`config.mk`:
```
export PLATFORM = sky130hd
export DESIGN_NAME = csmul_pipe
export DESIGN_NICKNAME = d
export VERILOG_FILES = /design/src/rtl/csmul_pkg.sv /design/src/rtl/csmul_pp_row.sv /design/src/rtl/csmul_csa_row.sv /design/src/rtl/csmul_rca.sv /design/src/rtl/csmul_pipe.sv
export SDC_FILE = /design/constraint.sdc
export NUM_CORES = 1
export LEC_CHECK = 0
export ABC_AREA = 1
export CORE_ASPECT_RATIO = 1.1
export CORE_MARGIN = 3
export CORE_UTILIZATION = 55
export CTS_BUF_LIST = sky130_fd_sc_hd__clkbuf_16
export DETAILED_ROUTE_END_ITERATION = 16
export PLACE_DENSITY = 0.85
export SYNTH_ARGS = -nofsm -noshare
export SYNTH_HDL_FRONTEND = slang
export SYNTH_SLANG_ARGS = --single-unit
```
`constraint.sdc`:
```
create_clock -name clk -period 3.45 [get_ports clk]
set_clock_uncertainty 0.05 [all_clocks]
set_input_delay 0.345 -clock clk [delete_from_list [all_inputs] [get_ports clk]]
set_output_delay 0.345 -clock clk [all_outputs]
set_load 0.05 [all_outputs]
```
`src/rtl/csmul_pkg.sv`:
```
package csmul_pkg;

  // One-bit full adder: returns {carry, sum}.
  function automatic logic [1:0] fa(input logic x, input logic y, input logic z);
    return {(x & y) | (x & z) | (y & z), x ^ y ^ z};
  endfunction

endpackage

```
`src/rtl/csmul_pp_row.sv`:
```
module csmul_pp_row #(
  parameter int N = 4
) (
  input  logic [N-1:0] mcand,
  input  logic         mbit,
  output logic [N-1:0] pp
);
  // Bit i of the row is multiplicand bit i AND the chosen multiplier bit.
  for (genvar i = 0; i < N; i++) begin : g_and
    assign pp[i] = mcand[i] & mbit;
  end
endmodule

```
`src/rtl/csmul_csa_row.sv`:
```
module csmul_csa_row #(
  parameter int N = 4
) (
  input  logic [N-1:0] pp,      // new partial-product row
  input  logic [N-2:0] sh_in,   // upper bits of the previous sum vector
  input  logic [N-1:0] c_in,    // carries from the previous row
  output logic [N-1:0] s_out,
  output logic [N-1:0] c_out
);
  import csmul_pkg::*;

  // Independent full adders: no carry moves sideways inside the row.
  for (genvar i = 0; i < N; i++) begin : g_col
    logic y;
    if (i < N-1) begin : g_mid
      assign y = sh_in[i];
    end else begin : g_top
      assign y = 1'b0;
    end
    assign {c_out[i], s_out[i]} = fa(pp[i], y, c_in[i]);
  end
endmodule

```
`src/rtl/csmul_rca.sv`:
```
module csmul_rca #(
  parameter int N = 4
) (
  input  logic [N-1:0] x,
  input  logic [N-1:0] y,
  output logic [N-1:0] sum
);
  import csmul_pkg::*;

  logic [N-1:0] cy;
  assign cy[0] = 1'b0;

  // The top bit needs no carry out: the product fits in 2N bits.
  for (genvar i = 0; i < N; i++) begin : g_bit
    if (i < N-1) begin : g_chain
      assign {cy[i+1], sum[i]} = fa(x[i], y[i], cy[i]);
    end else begin : g_last
      assign sum[i] = x[i] ^ y[i] ^ cy[i];
    end
  end
endmodule

```
`src/rtl/csmul_pipe.sv`:
```
module csmul_pipe #(
  parameter int N = 4
) (
  input  logic           clk,
  input  logic           rst,
  input  logic           in_valid,
  output logic           in_ready,
  input  logic [N-1:0]   in_a,
  input  logic [N-1:0]   in_b,
  output logic           out_valid,
  input  logic           out_ready,
  output logic [2*N-1:0] out_product
);
  localparam int LAST = N - 1;

  // Global stall: every register moves only when the output can move.
  logic adv;
  assign adv      = !out_valid || out_ready;
  assign in_ready = adv;

  // Stage k holds the state after partial-product row k has been added.
  for (genvar k = 0; k < N; k++) begin : g_st
    logic         v_r,  v_n;
    logic [N-2:0] sh_r, sh_n;   // sum bits still unresolved
    logic [N-1:0] c_r,  c_n;    // carries heading to the next row
    logic [k:0]   lo_r, lo_n;   // settled low product bits
    logic [N-1:0] pp;

    if (k == 0) begin : g_src
      csmul_pp_row #(.N(N)) u_pp (.mcand(in_a), .mbit(in_b[0]), .pp(pp));
      assign v_n  = in_valid;
      assign sh_n = pp[N-1:1];
      assign c_n  = '0;
      assign lo_n = pp[0];
    end else begin : g_add
      logic [N-1:0] s_row;
      csmul_pp_row #(.N(N)) u_pp (
        .mcand (g_st[k-1].g_fwd.a_r),
        .mbit  (g_st[k-1].g_fwd.bh_r[0]),
        .pp    (pp)
      );
      csmul_csa_row #(.N(N)) u_csa (
        .pp    (pp),
        .sh_in (g_st[k-1].sh_r),
        .c_in  (g_st[k-1].c_r),
        .s_out (s_row),
        .c_out (c_n)
      );
      assign v_n  = g_st[k-1].v_r;
      assign sh_n = s_row[N-1:1];
      assign lo_n = {s_row[0], g_st[k-1].lo_r};
    end

    always_ff @(posedge clk) begin
      if (rst)      v_r <= 1'b0;
      else if (adv) v_r <= v_n;
    end

    always_ff @(posedge clk) begin
      if (adv) begin
        sh_r <= sh_n;
        c_r  <= c_n;
        lo_r <= lo_n;
      end
    end

    // Operand bits still needed downstream ride along with the sums.
    if (k < LAST) begin : g_fwd
      logic [N-1:0]   a_r;
      logic [N-2-k:0] bh_r;     // multiplier bits k+1 .. N-1
      if (k == 0) begin : g_first
        always_ff @(posedge clk) begin
          if (adv) begin
            a_r  <= in_a;
            bh_r <= in_b[N-1:1];
          end
        end
      end else begin : g_next
        always_ff @(posedge clk) begin
          if (adv) begin
            a_r  <= g_st[k-1].g_fwd.a_r;
            bh_r <= g_st[k-1].g_fwd.bh_r[N-1-k:1];
          end
        end
      end
    end
  end

  // Final carry-propagate step resolves the upper half.
  logic [N-1:0] hi;
  csmul_rca #(.N(N)) u_rca (
    .x   ({1'b0, g_st[LAST].sh_r}),
    .y   (g_st[LAST].c_r),
    .sum (hi)
  );

  always_ff @(posedge clk) begin
    if (rst)      out_valid <= 1'b0;
    else if (adv) out_valid <= g_st[LAST].v_r;
  end

  always_ff @(posedge clk) begin
    if (adv) out_product <= {hi, g_st[LAST].lo_r};
  end
endmodule

```
Word-level counts from Yosys, hierarchy flattened
Index checks and enable logic that the tools add are counted.

operators by class
  bitwise operators = 83
  reductions and logical operators = 2

operators by type and width
  cell                                      number
  1-bit AND                                 44
  1-bit bitwise XOR                         21
  1-bit bitwise OR                          16
  1-bit AND, second input constant          1
  1-bit logical NOT                         1
  1-bit logical OR                          1
  1-bit bitwise XOR, second input constant  1

storage, ports and cells
  flip-flop bits (word level) = 63
  bits of input ports = 12
  output and inout port bits = 10
  word-level logic and storage cells = 108

Depth between registers and ports, before layout
  depth in word-level cells = 8
  mapped depth = 5
  gate-level depth less buffers = 5

By module
From an unflattened synthesis, not the netlist that was laid out.

unflattened totals
  cells, all modules = 148
  area, all modules = 2439.8 sq um

by module, submodules not included
  module         times used  cells each  area an instance (sq um)  sequential area each (sq um)
  csmul_pipe     1           92          2011.9                    1901.8
  csmul_csa_row  3           4           72.6                      0.0
  csmul_pp_row   4           8           30.0                      0.0
  csmul_rca      1           12          90.1                      0.0

Least setup slack after synthesis
No wires, ideal clock.

  path type = register -> register
  from = register out_valid
  to = register g_st[0].g_fwd.a_r[0], enable pin
  library setup time = 0.753 ns
  arrival = 2.097 ns
  required time = 2.647 ns
  path slack = 0.550 ns
  cell stages (with the launch flop) = 2
  cells stage by stage = dfxtp_1 > nand2_1

between the ends
  cells in the longest elaborated chain, start to end = 2

ends and longest elaborated chain
  item                      line              text
  start: declaration        csmul_pipe.sv:10  output logic out_valid,
  start signal: assignment  csmul_pipe.sv:99  else if (adv) out_valid <= g_st[LAST].v_r;
  1-bit logical NOT         csmul_pipe.sv:18  assign adv = !out_valid || out_ready;
  1-bit logical OR          csmul_pipe.sv:18
  named net in_ready        csmul_pipe.sv:7   output logic in_ready,
  end signal: assignment    csmul_pipe.sv:74  a_r <= in_a;
  end: declaration          csmul_pipe.sv:69  logic [N-1:0] a_r;

The timed path passes the listed nets, and every way through them passes these cells.
A chain may end at the register's enable or synchronous reset.

Worst setup path in the final report
  from = input port out_ready
  to = output port in_ready

between the ends
  cells in the longest elaborated chain, start to end = 1

ends and longest elaborated chain
  item                line              text
  start: declaration  csmul_pipe.sv:11  input logic out_ready,
  1-bit logical OR    csmul_pipe.sv:18
  end: declaration    csmul_pipe.sv:7

Every way passes these cells.

==> flow_metrics.env <==
export IMPL_status="completed"
export IMPL_startpoint="out_ready"
export IMPL_rr_endpoint="out_product[6]"
export IMPL_timing_final_crit_share_pct=65.5
export IMPL_netlist_area_um2=2330
export IMPL_grt_pass1_wl_um=4540
export IMPL_slew_headroom_pct=55.2
export IMPL_nNetsFinal=212
export IMPL_power_density_nw_per_um2=674
export IMPL_cp_data_required_time_ns=3.05
export IMPL_finalWirelength_um=2790
export IMPL_setup_violations=0
export IMPL_worstHoldPathType="reg2reg"
export IMPL_cellLeakagePower_nw=1.28
export IMPL_hold_depth=0
export IMPL_slowest_stage="clkdlybuf4s50_1"
export IMPL_ctsHoldBuffers=0
export IMPL_grt_usage_pct=13.2
export IMPL_io_pins=22
export IMPL_postRouteAntennaNets=0
export IMPL_vias_per_cell=4.76
export IMPL_worstSetupPathType="in2out"
export IMPL_yosysWarnings=0
export IMPL_place_congestion=0.709
export IMPL_drive_gt1_share_pct=7.85
export IMPL_die_w_um=68.1
export IMPL_clock_latency_ns=0.31
export IMPL_worstSetupEndpointType="primary output"
export IMPL_arrival_ns=1.86
export IMPL_portBuffers=21
export IMPL_ir_worst_vdd_uv=344
export IMPL_antennaDiodeCount=0
export IMPL_tns_ns=0
export IMPL_worst_path_max_fanout=5
export IMPL_ys_seq_area_share_pct=77.6
export IMPL_r2r_start="g_st[3].sh_r[0]"
export IMPL_dp_hpwl_um=1910
export IMPL_final_cell_mix="edfxtp_1, inv_1, clkdlybuf4s50_1"
export IMPL_path_cells="clkdlybuf4s50_1 > inv_1 > nand2_2 > clkdlybuf4s50_1"
export IMPL_initial_core_util_pct=58.0
export IMPL_die_h_um=74.3
export IMPL_crit_path_start_kind="primary input"
export IMPL_grt_overflow=0
export IMPL_min_to="g_st[2].g_fwd.bh_r"
export IMPL_ys_ff_latch=62
export IMPL_grt_pass1_vias=1147
export IMPL_die_area_um2=5060
export IMPL_cts_setup_buffers=0
export IMPL_fmax_mhz=443
export IMPL_rr_worst_depth=5
export IMPL_antenna_found_initial=0
export IMPL_fp_row_count=24
export IMPL_area_delta_synth_final_pct=22.8
export IMPL_drc_errors=0
export IMPL_design_core_area_um2=4020
export IMPL_via_count=1157
export IMPL_hold_start="g_st[1].g_fwd.bh_r[1]"
export IMPL_regToRegSetupSlack_ns=1.80
export IMPL_drtIter0Drc=69
export IMPL_grt_max_degree=59
export IMPL_cts_buffer_depth=2
export IMPL_layout_commonest_cell="edfxtp_1"
export IMPL_syn_nets=179
export IMPL_numCtsBuffers=9
export IMPL_postLayoutCellArea_um2=2870
export IMPL_period_needed_ns=2.26
export IMPL_yosysTopAreaCell="edfxtp_1"
export IMPL_cts_root_buf="clkbuf_16"
export IMPL_htreeDepth=3
export IMPL_clk_pin_slew_ns=0.05
export IMPL_grt_setup_unrepaired="false"
export IMPL_yosysUniqueCellTypes=11
export IMPL_syn_inst=155
export IMPL_maxCapViolCount=0
export IMPL_cts_tree="done"
export IMPL_tightest_slew_ns=0.672
export IMPL_hold_viol_final=0
export IMPL_path_common_cell="clkdlybuf4s50_1"
export IMPL_wl_per_cell_um=11.5
export IMPL_cts_sinks=62
export IMPL_synth_top_area_share_pct=73.3
export IMPL_syn_area_per_cell_um2=15.1
export IMPL_place_area_um2=2620
export IMPL_drtPass1Iterations=4
export IMPL_cts_resized=0
export IMPL_synthTopCellsByArea="edfxtp_1, inv_1, fa_1, dfxtp_1, nand2_1"
export IMPL_drv_slew=0
export IMPL_cpPeakStageDelay_ns=0.80
[flip-flops by register name (all words and copies together), names as in the netlist]
register and flops:
g_st.c_r 9, g_st.v_r 4, g_st.g_fwd.bh_r 6, g_st.g_fwd.a_r 12, out_product 8, g_st.lo_r 10, g_st.sh_r 12, out_valid 1
[logic make-up (layout without fill, tap and decap cells)]
family                   after synthesis  count (layout)  share of synthesized area [%]
adder cells (fa/ha/maj)               12              12                           9.00
AND/OR/NAND/NOR                       34              34                           5.79
flip-flops                            62              62                           77.6
buffers and inverters                 46              82                           7.40
AO/OA/AOI/OAI                          1               1                          0.214
[critical path, delay by kind of cell]
family	cells	cell delay, ns
simple gates	1	0.08
buf+inv	3	1.44
[cells in the mapped netlist]
cell type / number
nand3_1: 4
inv_2: 1
a21oi_1: 1
ha_1: 4
nor2_2: 1
dfxtp_1: 5
nor2_1: 8
edfxtp_1: 57
fa_1: 8
inv_1: 45
nand2_1: 21
[power breakdown]
group,internal (W),total [W],switching (W)
Clock,0.000463,0.000721,0.000258
Combinational,0.0000857,0.000247,0.000161
Sequential,0.000936,0.000964,0.0000288
Total,0.00148,0.00193,0.000448
[stage by stage]
| step | instances | util (%) | hold slack, ns | total power [W] | setup slack [ns] |
|---|---|---|---|---|---|
| 6_report | 243 | 71.2 | 0.366 | 0.00193 | 1.19 |
| 5_1_grt | 243 | 71.2 | 0.371 | 0.00201 | 1.15 |
| 4_1_cts | 243 | 71.2 | 0.367 | 0.00196 | 1.20 |
| 3_5_place_dp | 229 | 65.1 | 0.356 | 0.00123 | 1.21 |
| 3_3_place_gp | 229 | 65.1 | 0.350 | 0.00121 | 1.25 |
| 2_1_floorplan | 155 | - | 0.350 | 0.00114 | 0.550 |
[cell type report]
| cell class | instances | area [um2] |
|---|---|---|
| tap | 52 | 65.1 |
| timing repair buffer | 22 | 218 |
| fill | 265 | 1160 |
| clock buffer | 9 | 225 |
| inverter | 46 | 173 |
| clock inverter | 5 | 21.3 |
| sequential | 62 | 1810 |
| multi-input combinational | 47 | 353 |
[layer usage]
metal / part of all wire, % / vias to the layer above / routed length (um) / track usage [%]
met3: 6.1 / 14 / 171 / 6.34
met5: 0 / - / 0 / 0
met4: 3.3 / 0 / 91 / 7.95
met2: 56 / 36 / 1570 / 23.4
li1: - / 555 / - / -
met1: 34 / 552 / 960 / 11.8
[worst max path at each step]
| stage | to | cells past startpoint | slack, ns |
|---|---|---|---|
| 5_1_grt | in_ready | 4 | 1.15 |
| 4_1_cts | in_ready | 4 | 1.20 |
| 6_report | in_ready | 4 | 1.19 |
| 3_5_place_dp | in_ready | 4 | 1.21 |
| 2_1_floorplan | g_st[0].g_fwd.a_r[0] | 1 | 0.55 |
| 3_3_place_gp | in_ready | 4 | 1.25 |
Power figures use the tool's default switching activity.
